File: src/rtl/atapi_rd_pkg.sv
package atapi_rd_pkg;

  typedef enum logic [3:0] {
    ST_IDLE,
    ST_NIEN,
    ST_SEL,
    ST_SETTLE,
    ST_FEAT,
    ST_CNT_LO,
    ST_CNT_HI,
    ST_CMD,
    ST_POLL_CMD,
    ST_PKT,
    ST_WAIT_DATA,
    ST_POLL_DATA,
    ST_XFER,
    ST_WAIT_END,
    ST_POLL_END
  } seq_state_t;

  typedef enum logic [1:0] {
    RES_OK     = 2'd0,
    RES_FAULT  = 2'd1,
    RES_ABORT  = 2'd2,
    RES_NO_DRQ = 2'd3
  } result_t;

  localparam logic [3:0] TF_DATA    = 4'd0;
  localparam logic [3:0] TF_FEAT    = 4'd1;
  localparam logic [3:0] TF_CNT_LO  = 4'd4;
  localparam logic [3:0] TF_CNT_HI  = 4'd5;
  localparam logic [3:0] TF_DEVSEL  = 4'd6;
  localparam logic [3:0] TF_CMDSTAT = 4'd7;
  localparam logic [3:0] TF_CTRL    = 4'd8;

  localparam logic [7:0] OP_PACKET   = 8'hA0;
  localparam logic [7:0] OP_SCSI_RD  = 8'hA8;

  localparam int SB_BSY = 7;
  localparam int SB_DF  = 5;
  localparam int SB_DRQ = 3;
  localparam int SB_ERR = 0;
  localparam int DEVSEL_DRV_BIT = 4;

endpackage

File: src/rtl/atapi_rd_irq_latch.sv
module atapi_rd_irq_latch (
  input  logic clk,
  input  logic rst_n,
  input  logic irq,
  input  logic clear,
  output logic pend
);
  logic pend_nx;

  // A pulse in the same cycle as a clear is kept.
  always_comb begin
    pend_nx = (pend & ~clear) | irq;
  end

  always_ff @(posedge clk or negedge rst_n) begin
    if (!rst_n) pend <= 1'b0;
    else        pend <= pend_nx;
  end

  assert_irq_kept_R6: assert property (@(posedge clk) disable iff (!rst_n)
    irq |=> pend);

endmodule

File: src/rtl/atapi_rd_packet.sv
module atapi_rd_packet #(
  parameter int LBA_W     = 32,
  parameter int PKT_BYTES = 12,
  parameter int WORD_W    = 16,
  localparam int PKT_WORDS = PKT_BYTES / 2,
  localparam int IDX_W     = $clog2(PKT_WORDS),
  localparam int LBA_BYTES = LBA_W / 8
) (
  input  logic [LBA_W-1:0]  lba,
  input  logic [IDX_W-1:0]  idx,
  output logic [WORD_W-1:0] word
);
  import atapi_rd_pkg::*;

  localparam int LBA_POS = 2;
  localparam int CNT_POS = 9;

  logic [7:0]        pkt_b [PKT_BYTES];
  logic [WORD_W-1:0] pkt_w [PKT_WORDS];

  always_comb begin
    for (int i = 0; i < PKT_BYTES; i++) pkt_b[i] = 8'h00;
    pkt_b[0] = OP_SCSI_RD;
    for (int k = 0; k < LBA_BYTES; k++)
      pkt_b[LBA_POS + k] = lba[LBA_W-1-8*k -: 8];
    pkt_b[CNT_POS] = 8'h01;
  end

  for (genvar w = 0; w < PKT_WORDS; w++) begin : g_word
    assign pkt_w[w] = {pkt_b[2*w+1], pkt_b[2*w]};
  end

  always_comb begin
    word = '0;
    for (int w = 0; w < PKT_WORDS; w++)
      if (idx == IDX_W'(w)) word = pkt_w[w];
  end

endmodule

File: src/rtl/atapi_rd_status_eval.sv
module atapi_rd_status_eval (
  input  logic                  chk_mode,
  input  logic [7:0]            stat,
  output logic                  retry,
  output logic                  fail,
  output atapi_rd_pkg::result_t code
);
  import atapi_rd_pkg::*;

  always_comb begin
    retry = 1'b0;
    fail  = 1'b0;
    code  = RES_OK;
    if (!chk_mode) begin
      retry = stat[SB_BSY] | stat[SB_DRQ];
    end else if (stat[SB_BSY]) begin
      retry = 1'b1;
    end else if (stat[SB_ERR]) begin
      fail = 1'b1;
      code = RES_ABORT;
    end else if (stat[SB_DF]) begin
      fail = 1'b1;
      code = RES_FAULT;
    end else if (!stat[SB_DRQ]) begin
      fail = 1'b1;
      code = RES_NO_DRQ;
    end
  end

endmodule

File: src/rtl/atapi_rd_seq.sv
module atapi_rd_seq #(
  parameter int LBA_W        = 32,
  parameter int SECTOR_BYTES = 2048,
  parameter int SETTLE_READS = 4,
  parameter int PKT_BYTES    = 12
) (
  input  logic              clk,
  input  logic              rst_n,
  input  logic              start,
  input  logic [LBA_W-1:0]  lba,
  input  logic              slave,
  input  logic              irq,
  output logic              tf_req,
  output logic              tf_we,
  output logic [3:0]        tf_addr,
  output logic [15:0]       tf_wdata,
  input  logic              tf_ack,
  input  logic [15:0]       tf_rdata,
  output logic              hw_valid,
  output logic [15:0]       hw_data,
  output logic              busy,
  output logic              done,
  output logic [1:0]        err_code
);
  import atapi_rd_pkg::*;

  localparam int WORDS     = SECTOR_BYTES / 2;
  localparam int PKT_WORDS = PKT_BYTES / 2;
  localparam int IDX_W     = $clog2(PKT_WORDS);
  localparam int CNT_W     = $clog2(WORDS + PKT_WORDS + SETTLE_READS);
  localparam logic [15:0] BYTE_CNT = 16'(SECTOR_BYTES);

  // reset: asynchronous assert, synchronous release
  logic [1:0] rst_pipe;
  logic       srst_n;
  always_ff @(posedge clk or negedge rst_n) begin
    if (!rst_n) rst_pipe <= 2'b00;
    else        rst_pipe <= {rst_pipe[0], 1'b1};
  end
  assign srst_n = rst_pipe[1];

  seq_state_t       state, state_nx;
  logic [LBA_W-1:0] lba_q;
  logic             slave_q;
  logic [CNT_W-1:0] cnt, cnt_nx;
  logic             cnt_clr, cnt_inc;
  logic             load_en;
  logic             done_nx;
  result_t          res_nx;
  logic             res_en;
  logic [1:0]       res_q;
  logic             irq_pend, irq_clr;
  logic [15:0]      pkt_word;
  logic             st_retry, st_fail;
  result_t          st_code;
  logic             chk_mode;
  logic             xfer_beat;

  atapi_rd_irq_latch u_irq (
    .clk   (clk),
    .rst_n (srst_n),
    .irq   (irq),
    .clear (irq_clr),
    .pend  (irq_pend)
  );

  atapi_rd_packet #(
    .LBA_W     (LBA_W),
    .PKT_BYTES (PKT_BYTES),
    .WORD_W    (16)
  ) u_pkt (
    .lba  (lba_q),
    .idx  (cnt[IDX_W-1:0]),
    .word (pkt_word)
  );

  assign chk_mode = (state != ST_POLL_END);

  atapi_rd_status_eval u_stat (
    .chk_mode (chk_mode),
    .stat     (tf_rdata[7:0]),
    .retry    (st_retry),
    .fail     (st_fail),
    .code     (st_code)
  );

  // bus drive per state
  always_comb begin
    tf_req   = 1'b1;
    tf_we    = 1'b0;
    tf_addr  = TF_CMDSTAT;
    tf_wdata = 16'h0000;
    unique case (state)
      ST_NIEN:   begin tf_we = 1'b1; tf_addr = TF_CTRL; end
      ST_SEL:    begin
        tf_we = 1'b1;
        tf_addr = TF_DEVSEL;
        tf_wdata[DEVSEL_DRV_BIT] = slave_q;
      end
      ST_SETTLE: tf_addr = TF_CTRL;
      ST_FEAT:   begin tf_we = 1'b1; tf_addr = TF_FEAT; end
      ST_CNT_LO: begin tf_we = 1'b1; tf_addr = TF_CNT_LO; tf_wdata = {8'h00, BYTE_CNT[7:0]}; end
      ST_CNT_HI: begin tf_we = 1'b1; tf_addr = TF_CNT_HI; tf_wdata = {8'h00, BYTE_CNT[15:8]}; end
      ST_CMD:    begin tf_we = 1'b1; tf_addr = TF_CMDSTAT; tf_wdata = {8'h00, OP_PACKET}; end
      ST_POLL_CMD, ST_POLL_DATA, ST_POLL_END: tf_addr = TF_CMDSTAT;
      ST_PKT:    begin tf_we = 1'b1; tf_addr = TF_DATA; tf_wdata = pkt_word; end
      ST_XFER:   tf_addr = TF_DATA;
      default:   tf_req = 1'b0;
    endcase
  end

  // next state
  always_comb begin
    state_nx = state;
    cnt_clr  = 1'b0;
    cnt_inc  = 1'b0;
    load_en  = 1'b0;
    irq_clr  = 1'b0;
    done_nx  = 1'b0;
    res_nx   = RES_OK;
    res_en   = 1'b0;
    unique case (state)
      ST_IDLE: if (start) begin
        state_nx = ST_NIEN;
        load_en  = 1'b1;
        irq_clr  = 1'b1;
        cnt_clr  = 1'b1;
        res_en   = 1'b1;
      end
      ST_NIEN:   if (tf_ack) state_nx = ST_SEL;
      ST_SEL:    if (tf_ack) state_nx = ST_SETTLE;
      ST_SETTLE: if (tf_ack) begin
        if (cnt == CNT_W'(SETTLE_READS - 1)) begin
          state_nx = ST_FEAT;
          cnt_clr  = 1'b1;
        end else cnt_inc = 1'b1;
      end
      ST_FEAT:   if (tf_ack) state_nx = ST_CNT_LO;
      ST_CNT_LO: if (tf_ack) state_nx = ST_CNT_HI;
      ST_CNT_HI: if (tf_ack) state_nx = ST_CMD;
      ST_CMD:    if (tf_ack) state_nx = ST_POLL_CMD;
      ST_POLL_CMD, ST_POLL_DATA, ST_POLL_END: if (tf_ack && !st_retry) begin
        if (st_fail) begin
          state_nx = ST_IDLE;
          done_nx  = 1'b1;
          res_nx   = st_code;
          res_en   = 1'b1;
        end else begin
          cnt_clr = 1'b1;
          unique case (state)
            ST_POLL_CMD:  state_nx = ST_PKT;
            ST_POLL_DATA: state_nx = ST_XFER;
            default: begin
              state_nx = ST_IDLE;
              done_nx  = 1'b1;
              res_en   = 1'b1;
            end
          endcase
        end
      end
      ST_PKT: if (tf_ack) begin
        if (cnt == CNT_W'(PKT_WORDS - 1)) begin
          state_nx = ST_WAIT_DATA;
          cnt_clr  = 1'b1;
        end else cnt_inc = 1'b1;
      end
      ST_WAIT_DATA: if (irq_pend) begin
        state_nx = ST_POLL_DATA;
        irq_clr  = 1'b1;
      end
      ST_XFER: if (tf_ack) begin
        if (cnt == CNT_W'(WORDS - 1)) begin
          state_nx = ST_WAIT_END;
          cnt_clr  = 1'b1;
        end else cnt_inc = 1'b1;
      end
      ST_WAIT_END: if (irq_pend) begin
        state_nx = ST_POLL_END;
        irq_clr  = 1'b1;
      end
      default: state_nx = ST_IDLE;
    endcase
  end

  always_comb begin
    cnt_nx = cnt;
    if (cnt_clr)      cnt_nx = '0;
    else if (cnt_inc) cnt_nx = cnt + CNT_W'(1);
  end

  assign xfer_beat = (state == ST_XFER) && tf_ack;

  always_ff @(posedge clk or negedge srst_n) begin
    if (!srst_n) begin
      state    <= ST_IDLE;
      cnt      <= '0;
      lba_q    <= '0;
      slave_q  <= 1'b0;
      res_q    <= 2'b00;
      done     <= 1'b0;
      hw_valid <= 1'b0;
      hw_data  <= 16'h0000;
    end else begin
      state    <= state_nx;
      cnt      <= cnt_nx;
      done     <= done_nx;
      hw_valid <= xfer_beat;
      if (load_en) begin
        lba_q   <= lba;
        slave_q <= slave;
      end
      if (res_en)    res_q   <= res_nx;
      if (xfer_beat) hw_data <= tf_rdata;
    end
  end

  assign busy     = (state != ST_IDLE);
  assign err_code = res_q;

  assert_req_hold_R10: assert property (@(posedge clk) disable iff (!srst_n)
    tf_req && !tf_ack |=> tf_req && $stable(tf_addr) && $stable(tf_we) && $stable(tf_wdata));

  assert_nien_low_R2: assert property (@(posedge clk) disable iff (!srst_n)
    tf_req && tf_we && tf_addr == TF_CTRL |-> tf_wdata[1] == 1'b0);

  assert_start_ignored_R9: assert property (@(posedge clk) disable iff (!srst_n)
    busy && start |=> $stable(lba_q) && $stable(slave_q));

  assert_word_source_R7: assert property (@(posedge clk) disable iff (!srst_n)
    hw_valid |-> $past(tf_ack && tf_req && !tf_we && tf_addr == TF_DATA));

  assert_done_single_R8: assert property (@(posedge clk) disable iff (!srst_n)
    done |-> !busy ##1 !done);

  assert_cnt_range_R7: assert property (@(posedge clk) disable iff (!srst_n)
    cnt < CNT_W'(WORDS));

endmodule

File: config.mk
export PLATFORM = sky130hd
export DESIGN_NAME = atapi_rd_seq
export DESIGN_NICKNAME = d
export VERILOG_FILES = /design/src/rtl/atapi_rd_pkg.sv /design/src/rtl/atapi_rd_irq_latch.sv /design/src/rtl/atapi_rd_packet.sv /design/src/rtl/atapi_rd_status_eval.sv /design/src/rtl/atapi_rd_seq.sv
export SDC_FILE = /design/constraint.sdc
export NUM_CORES = 1
export LEC_CHECK = 0
export BUFFER_PORTS_ARGS = -buffer_cell sky130_fd_sc_hd__buf_2
export CORE_UTILIZATION = 48
export DETAILED_ROUTE_END_ITERATION = 16
export PLACE_DENSITY_LB_ADDON = 0.15
export SYNTH_ARGS = -nofsm -noshare
export SYNTH_HDL_FRONTEND = slang
export SYNTH_SLANG_ARGS = --single-unit
File: constraint.sdc
create_clock -name clk -period 2.05 [get_ports clk]
set_input_delay 0.1025 -clock clk [delete_from_list [all_inputs] [get_ports clk]]
set_output_delay 0.1025 -clock clk [all_outputs]
set_load 0.02 [all_outputs]
==> out/results.ini, run 1 <==
[grt]
grt_max_degree=59
grtUsageTotal=0.260
grt_antenna_before_repair=0
grt_pass1_vias=3699
grt_pass1_wl_um=17500
overflow=0

[timing]
slew_viol_final=0
finalClockSkew_ps=8.28
slew_headroom=0.631
worst-slew-pin-transition_ps=550
fin_ws_ps=-117
whs_ps=29.1
max_freq_mhz=461
period_needed_ps=2170
finalSetupViolCount=38
final_hold_viol_count=0
finalCritPeriodShare=1.06
rsz0062_at_grt=yes

[synth]
synth_seq_cells=71
synth.area.top_cells=dfrtp_1, mux2_1, mux2_2
netlist_instances=384
synth_top_area_share=0.453
avgSynthCellArea_sq_um=10.2
synthFlopType=dfrtp_1
seq_area_frac_synth=0.453
syn_area_sq_um=3920
yosysMostFrequentCell=dfrtp_1
ys_types=67
synthArstFlopShare=1.00
synth_nets=443
yosys_warnings=0
synth_common_cells=dfrtp_1, nor2_1, a21oi_1
synth-edff-count=0
synth.largest_area_cell=dfrtp_1

[final_layout]
antenna_cells=0
multi_input_area_sq_um=2300
final-seq-area_sq_um=1780
final_nets=634
finalNonFillerCells=682
areaGrowthSynthToFinish_pct=57.4
drive_above_1_share=0.469
fillCellCount=453

[hold_path]
min_path_type=in2reg
min-delay-start=lba[27]
holdPathStages=2
whs_endpoint=lba_q[27]

[floorplanning]
start_util=0.503
die_w_um=92.4
die_h_um=92.4
rows=32
die_area_sq_um=8540
num_io_pins=97
coreArea_sq_um=7810

[cts]
cts_tree=built
cts_inserted_buffers=9
htree_num_levels=3
clockBufferDepth=2
root_buffer=clkbuf_8
insertion_delay_ps=360
clk_pin_slew_ps=70
cts_sinks=71

[placement]
dpl.hpwl_um=6980
gp_congestion=0.844
place_inst=597
port_buffers=96

[job]
maxCapViolCount=0

[route]
first_pass_iters=5
drt_iter0_drc=257
drcViolationCount=0
via_per_inst=5.81
routed_wl_um=12900
ant_nets=0
drt-wirelength-per-cell_um=18.9
num_vias=3962

[outcome]
status=complete, but fails checks
failed_checks=negative setup slack

[power]
ir_drop_mv=0.828
p_total_w=0.00851
power_frac_clock=0.137
power.density_nw_per_um2=1380
power_frac_comb=0.578
p_switching_w=0.00356
netSwitchingFraction=0.419
p_leak_nw=2.84
pwr-share-seq=0.284
p_int_w=0.00495

[critical_path]
worstSetupStartpoint=state[1]
r2r_slack_ps=-50
required_ps=1950
crit_type=reg2out
critPathCaptureType=primary output
r2r_start=cnt[6]
worstPathMaxFanout=6
timing.rr.end=cnt[1]
reg2reg_depth=6
start_kind=flip-flop
worstPathArrival_ps=2060

[cell usage in the layout, fill, tap and decap left out, drive strengths merged, types with 5 or more instances in the layout]
| master | synthesis | routed |
|---|---|---|
| dfrtp | 71 | 71 |
| or4 | 9 | 9 |
| mux2 | 49 | 49 |
| o31ai | 9 | 9 |
| inv | 13 | 15 |
| o21ai | 10 | 10 |
| nor2b | 6 | 6 |
| nand3 | 8 | 8 |
| dlygate4sd3 | 0 | 47 |
| ha | 5 | 5 |
| a21oi | 33 | 33 |
| nor3 | 5 | 5 |
| buf | 17 | 156 |
| clkbuf | 10 | 14 |
| nor2 | 41 | 41 |
| nand2 | 27 | 27 |
| nand2b | 6 | 6 |
| or2 | 5 | 5 |
[power by group through the flow]
stage / sequential [W] / clock (W) / combinational [W]
after floorplan: 0.00250 / 0 / 0.00226
after global placement: 0.00234 / 0 / 0.00353
after detailed placement: 0.00237 / 0 / 0.00361
after CTS: 0.00236 / 0.00118 / 0.00397
after global routing: 0.00249 / 0.00124 / 0.00523
final: 0.00242 / 0.00117 / 0.00492
[worst max path at each step]
stage / endpoint / slack (ps) / cells after the start
after detailed placement: cnt[10] / -70 / 7
after global routing: tf_wdata[7] / -190 / 10
after CTS: tf_wdata[13] / -60 / 6
after floorplan: state[3] / 30 / 6
after global placement: state[3] / -20 / 6
final: tf_wdata[9] / -120 / 6
[per-layer routing]
layer / vias to the layer above / part of all wire / track usage / routed length (um)
met5: - / 0 / 0 / 0
met4: 0 / 0.030 / 0.107 / 383
met3: 31 / 0.052 / 0.0460 / 666
met2: 180 / 0.52 / 0.440 / 6680
met1: 1981 / 0.40 / 0.330 / 5150
li1: 1770 / - / - / -
[final cells by class]
cell class | instances | area share
well taps | 102 | 0.0207
repair buffers | 207 | 0.276
inverters | 13 | 0.00871
flip-flops and latches | 71 | 0.289
multi-input cells | 273 | 0.372
clock buffers | 10 | 0.0223
clock inverters | 6 | 0.0109
[metrics by stage]
stage	utilization	setup WS (ps)	TNS (ps)	area (sq um)
after floorplan	-	31.3	0	3930
after detailed placement	0.611	-65.7	-369	4770
after CTS	0.722	-64.2	-604	5640
after global routing	0.791	-190	-4050	6180
final	0.791	-117	-1930	6180
after global placement	0.611	-19.1	-19.1	4770
[sequential cells by signal, summed over array words and instances, names as in the netlist]
register and count:
lba_q 32, hw_data 16, cnt 11, state 4
err_code 2, rst_pipe 2, done 1, hw_valid 1
slave_q 1, u_irq.pend 1
[kinds of logic (layout without fill, tap and decap cells)]
kind of cell             Yosys count  after routing  share of synthesized area
other                              1              1                   0.000956
XOR/XNOR                           4              4                     0.0108
AO/OA/AOI/OAI                     86             86                      0.150
adder cells (fa/ha/maj)            5              5                     0.0159
flip-flops                        71             71                      0.453
multiplexers                      50             50                      0.143
buffers and inverters             40            236                     0.0497
AND/OR/NAND/NOR                  127            127                      0.177
[critical path, stage by stage (launching register included)]
cell and delay, ps:
dfrtp_2 440, nand4bb_4 270, buf_6 150, or3_4 450, clkbuf_16 200, nor2_4 90
buf_6 120
[repair_timing]
item,4_1_cts,5_1_grt
resized for setup,38,86
pin swaps,1,28
setup endpoints to repair,29,36
cloned,0,5
hold endpoints to repair,48,0
hold buffers,47,0
buffers inserted,7,10
Note: power is estimated with default switching activity, not from simulation.
==> run 2: changes to the inputs <==
CORE_UTILIZATION = 49   (was 48)
SYNTH_HIERARCHICAL = 1   (was default)
==> run 2 against run 1 <==
Net effect: the flow still finishes with violations (negative setup slack); hold slack gained 32 ps; register-to-register slack better by 20 ps; non-clock buffer count rose by 8; combinational power down 17%; maximum frequency is 4.0% higher; highest routed layer unchanged; worst setup slack better by 84 ps.
==> out/results.ini, run 2 <==
[route]
via_per_inst=5.45
ant_nets=0
drt_iter0_drc=167
first_pass_iters=5
drt-wirelength-per-cell_um=16.2
num_vias=3878
routed_wl_um=11600
drcViolationCount=0

[synth]
synth_seq_cells=71
yosys_warnings=6
synth_top_area_share=0.442
synth.area.top_cells=dfrtp_1, mux2_2, nand2_1
netlist_instances=406
synthFlopType=dfrtp_1
yosysMostFrequentCell=dfrtp_1
syn_area_sq_um=4020
seq_area_frac_synth=0.442
synthArstFlopShare=1.00
synth_nets=462
avgSynthCellArea_sq_um=9.90
ys_types=66
synth.largest_area_cell=dfrtp_1
synth-edff-count=0
synth_common_cells=dfrtp_1, nand2_1, mux2_2

[timing]
finalClockSkew_ps=19.6
finalSetupViolCount=5
period_needed_ps=2080
finalCritPeriodShare=1.02
rsz0062_at_grt=yes
final_hold_viol_count=0
max_freq_mhz=480
slew_viol_final=0
fin_ws_ps=-33.8

[final_layout]
stdcell_area_sq_um=5950
fillCellCount=538
largestRegisters=lba_q: 32 flops, hw_data: 16 flops, cnt: 11 flops
areaGrowthSynthToFinish_pct=48.0
drive_above_1_share=0.461
final_nets=661
final_common_cell=buf_2
layout_common_cells=buf_2, dfrtp_1, buf_4
top_register=lba_q
largest_reg_flops=32
antenna_cells=0

[cts]
htree_num_levels=3
clk_pin_slew_ps=90
root_buffer=clkbuf_8
insertion_delay_ps=350
cts_sinks=71
clockBufferDepth=2
cts_inserted_buffers=9
cts_tree=built

[grt]
grt_util_met1=0.323
grt_pass1_wl_um=18200
met3_usage=0.0673
top_usage_layer=met2
gr-usage-met2=0.470
grt_max_degree=34
overflow=0
grt_pass1_vias=3939
grt_antenna_before_repair=0
grtUsageTotal=0.274

[power]
p_switching_w=0.00301
pwr-share-seq=0.298
power.density_nw_per_um2=1260
ir_drop_mv=0.643
power_frac_clock=0.157
p_int_w=0.00446
p_leak_nw=2.92
power_frac_comb=0.545
netSwitchingFraction=0.402

[outcome]
failed_checks=negative setup slack
status=complete, but fails checks

[critical_path]
slowest_stage=dfrtp_2
required_ps=2300
start_kind=flip-flop
slowest_delay_ps=460
crit_family=compound AO/OA/AOI/OAI gates
crit_type=reg2reg
worstPathCellList=buf_4, nor2b_4, nand3_2, inv_2, a21o_1, nand2_1, o21ai_2, a32oi_2, and3_1, a211o_1
cp_num_buf_inv=2
critPathCaptureType=flip-flop
worstPathMaxFanout=5
worstPathArrival_ps=2330

[floorplanning]
rows=32
num_io_pins=97
die_w_um=92.6
die_area_sq_um=8570
start_util=0.512
die_h_um=92.6
coreArea_sq_um=7850

[hold_path]
min_path_type=in2async

[placement]
place_ws_ps=-97.0
placed_cell_area_sq_um=4900
dpl.hpwl_um=7350
port_buffers=96
gp_congestion=0.905

[job]
maxCapViolCount=0

run 2: changes by cell type in the layout (fill, tap and decap cells not counted), sizes merged, moves of 10 or more:
cell | before | now
mux2 | 49 | 34
nand2 | 27 | 65
nor2 | 41 | 26
a21oi | 33 | 11
and2 | 2 | 17
a22oi | 3 | 13
run 2: power groups by stage:
stage / Combinational, W / Sequential (W) / Clock [W]
2_1_floorplan: 0.00246 / 0.00223 / 0
3_3_place_gp: 0.00339 / 0.00220 / 0
3_5_place_dp: 0.00347 / 0.00223 / 0
4_1_cts: 0.00364 / 0.00220 / 0.00119
5_1_grt: 0.00437 / 0.00229 / 0.00124
6_report: 0.00407 / 0.00222 / 0.00117
run 2: logic make-up after synthesis:
| kind of cell | Yosys count | share of synthesized area |
|---|---|---|
| compound gates | 69 | 0.139 |
| xor+xnor | 8 | 0.0193 |
| fa+ha+maj | 2 | 0.00622 |
| buf+inv | 41 | 0.0548 |
| flops | 71 | 0.442 |
| mux | 36 | 0.100 |
| other cells | 1 | 0.000933 |
| simple gates | 178 | 0.237 |
run 2: worst paths after layout:
kind                             start  depth (start not counted)     endpoint  slack, ps
setup / recovery              state[0]                         10     state[3]        -30
hold / removal                   rst_n                          2  rst_pipe[0]         60
setup reg to reg              state[0]                         10     state[3]        -30
hold reg to reg            rst_pipe[1]                          0   hw_data[6]        160
max in group asynchronous  rst_pipe[1]                          1    lba_q[27]       1260
min in group clk                tf_ack                          3         done        190
run 2: area by class of cell:
class	count	area, sq um	area share
multi-input cells	294	2210	0.371
flip-flops and latches	71	1780	0.299
repair buffers	215	1580	0.265
clock buffers	10	138	0.0231
well taps	102	128	0.0215
clock inverters	6	67.6	0.0114
inverters	14	52.6	0.00883
run 2: per-layer routing:
layer	wire [um]	part of all wire	vias up
li1	-	-	1821
met1	4680	0.40	1894
met2	5900	0.51	137
met3	695	0.060	26
met4	288	0.025	0
met5	0	0	-
run 2: worst reg2reg max path: cells and delay by family (launching register included):
family / cells / cell delay (ps)
AND/OR/NAND/NOR: 4 / 490
flip-flops: 1 / 460
buffers and inverters: 2 / 280
AO/OA/AOI/OAI: 4 / 740
run 2: per-stage QoR:
| stage | hold slack [ps] | utilization | std cells | TNS [ps] | total power [W] |
|---|---|---|---|---|---|
| after CTS | 46.3 | 0.724 | 700 | 0 | 0.00704 |
| final | 60.8 | 0.758 | 712 | -123 | 0.00747 |
| after detailed placement | -111 | 0.625 | 632 | -358 | 0.00570 |
| after floorplan | -193 | - | 406 | -528 | 0.00468 |
| after global routing | 59.8 | 0.758 | 712 | -620 | 0.00790 |
| after global placement | -112 | 0.625 | 632 | -38.6 | 0.00560 |
run 2: what timing repair did:
item,4_1_cts,5_1_grt
endpoints found under the hold margin,52,0
pin swaps,4,18
cloned,0,1
gates resized for setup,14,42
setup buffers,1,12
hold buffers,51,0
endpoints found under the setup margin,9,32
==> run 3: changes to the inputs <==
CORE_ASPECT_RATIO = 1.1   (was default)
==> run 3 against run 2 <==
Net effect: core utilization barely moved; the flow still finishes with violations (negative setup slack); cell count rose by 1.3%; register-to-register slack got worse by 20 ps; maximum frequency fell by 0.81%; worst setup slack got worse by 17 ps; clock power fell by 6%; die area barely moved; flip-flop and latch count did not move; routed wire length rose by 2.4%; combinational power rose by 8.6%; power rose by 3.8%; global-route usage fell by 0.91 points.
==> out/results.ini, run 3 (synthesized netlist as in run 2, its figures left out) <==
[outcome]
status=complete, but fails checks
failed_checks=negative setup slack

[timing]
slew_viol_final=0
finalCritPeriodShare=1.02
rsz0062_at_grt=yes
worst-slew-pin-transition_ps=576
final_hold_viol_count=0
period_needed_ps=2100
max_freq_mhz=476
finalClockSkew_ps=10.3
fin_ws_ps=-50.9
finalSetupViolCount=5
whs_ps=8.58
slew_headroom=0.616

[route]
met1Wirelength_um=4860
num_vias=3917
routed_wl_um=11800
ant_nets=0
drt_iter0_drc=165
routed.top_layer=met4
via_per_inst=5.43
drcViolationCount=0
first_pass_iters=7
wl_met2_um=6180
drt-wirelength-per-cell_um=16.4
route.met3.wl_um=539

[floorplanning]
num_io_pins=97
die_area_sq_um=8570
coreArea_sq_um=7910
start_util=0.508
die_h_um=97
die_w_um=88.4
rows=34

[cts]
clk_pin_slew_ps=80
insertion_delay_ps=340
cts_inserted_buffers=9
clockBufferDepth=2
cts_sinks=71
cts_tree=built
htree_num_levels=3
root_buffer=clkbuf_8

[critical_path]
required_ps=2310
worstPathCellList=ha_2, and2_4, and4_4, or3_4, or4_4, a211oi_2
cp_num_buf_inv=0
worstPathArrival_ps=2360
slowest_delay_ps=440
worstPathMaxFanout=6
crit_type=reg2reg
critPathCaptureType=flip-flop
crit_family=simple AND/OR/NAND/NOR gates
slowest_stage=or4_4
start_kind=flip-flop

[final_layout]
final_nets=664
antenna_cells=0
fillCellCount=552
largestRegisters=lba_q: 32 flops, hw_data: 16 flops, cnt: 11 flops
stdcell_area_sq_um=6000
largest_reg_flops=32
layout_common_cells=buf_2, buf_4, dfrtp_1
areaGrowthSynthToFinish_pct=49.2
post-route-util=0.758
drive_above_1_share=0.478
final_common_cell=buf_2
top_register=lba_q

[power]
p_leak_nw=2.97
pwr-share-seq=0.288
power_frac_clock=0.142
netSwitchingFraction=0.405
p_int_w=0.00462
power_frac_comb=0.570
p_switching_w=0.00314
ir_drop_mv=0.738
power.density_nw_per_um2=1290

[job]
maxCapViolCount=0

[grt]
grt_max_degree=45
grt_pass1_wl_um=17900
grt_antenna_before_repair=0
grtUsageTotal=0.265
overflow=0
grt_pass1_vias=3795

[placement]
gp_congestion=0.904
place_ws_ps=-120
dpl.hpwl_um=7210
placed_cell_area_sq_um=4920
port_buffers=96

[hold_path]
min_path_type=in2reg

## run 3: cell count changes in the layout (fill, tap and decap cells not counted), sizes merged
cell         previous run  this run
buf                   163       173
dlygate4sd3            51        45
clkinv                  3         5
clkbuf                 11        10
clkinvlp                2         1
inv                    14        13
## run 3: worst register-to-register path, cell delays in order, from the launching register on
cell and delay [ps]:
dfrtp_1 420, ha_2 180, and2_4 150, and4_4 210, or3_4 420, or4_4 440, a211oi_2 210
## run 3: per-layer routing
metal,global-route usage,vias up
met3,0.0486,28
met2,0.447,138
li1,-,1827
met4,0.0682,0
met1,0.345,1924
met5,0,-
## run 3: area by class of cell
cell class | instances | area (sq um) | area share
Clock inverter | 6 | 61.3 | 0.0102
Timing Repair Buffer | 218 | 1570 | 0.261
Sequential cell | 71 | 1780 | 0.297
Inverter | 14 | 52.6 | 0.00876
Clock buffer | 10 | 128 | 0.0213
Multi-Input combinational cell | 294 | 2270 | 0.379
Tap cell | 108 | 135 | 0.0225
## run 3: stage by stage
step	power [W]	cells	TNS, ps
5_1_grt	0.00816	721	-1010
4_1_cts	0.00702	698	-15.1
3_3_place_gp	0.00565	638	-19.7
6_report	0.00775	721	-132
2_1_floorplan	0.00468	406	-528
3_5_place_dp	0.00576	638	-383
## run 3: power groups by stage
stage | Combinational, W | Sequential [W] | Clock (W)
2_1_floorplan | 0.00246 | 0.00223 | 0
3_3_place_gp | 0.00343 | 0.00222 | 0
3_5_place_dp | 0.00352 | 0.00224 | 0
4_1_cts | 0.00368 | 0.00223 | 0.00112
5_1_grt | 0.00470 | 0.00228 | 0.00117
6_report | 0.00442 | 0.00223 | 0.00110
## run 3: what timing repair did
action | 4_1_cts | 5_1_grt
pin swaps | 6 | 17
endpoints found under the hold margin | 44 | 2
buffers inserted | 0 | 22
endpoints found under the setup margin | 17 | 30
hold buffers | 43 | 2
gates resized for setup | 14 | 39
cloned | 1 | 0
## run 3: final timing paths
path | from | end | slack (ps) | cells after the start
max | cnt[0] | cnt[10] | -50 | 6
min | lba[11] | lba_q[11] | 9 | 2
max reg2reg | cnt[0] | cnt[10] | -50 | 6
min reg2reg | rst_pipe[1] | hw_data[1] | 50 | 0
max in group asynchronous | rst_pipe[1] | cnt[1] | 1210 | 1
min in group asynchronous | rst_pipe[1] | hw_data[1] | 50 | 0
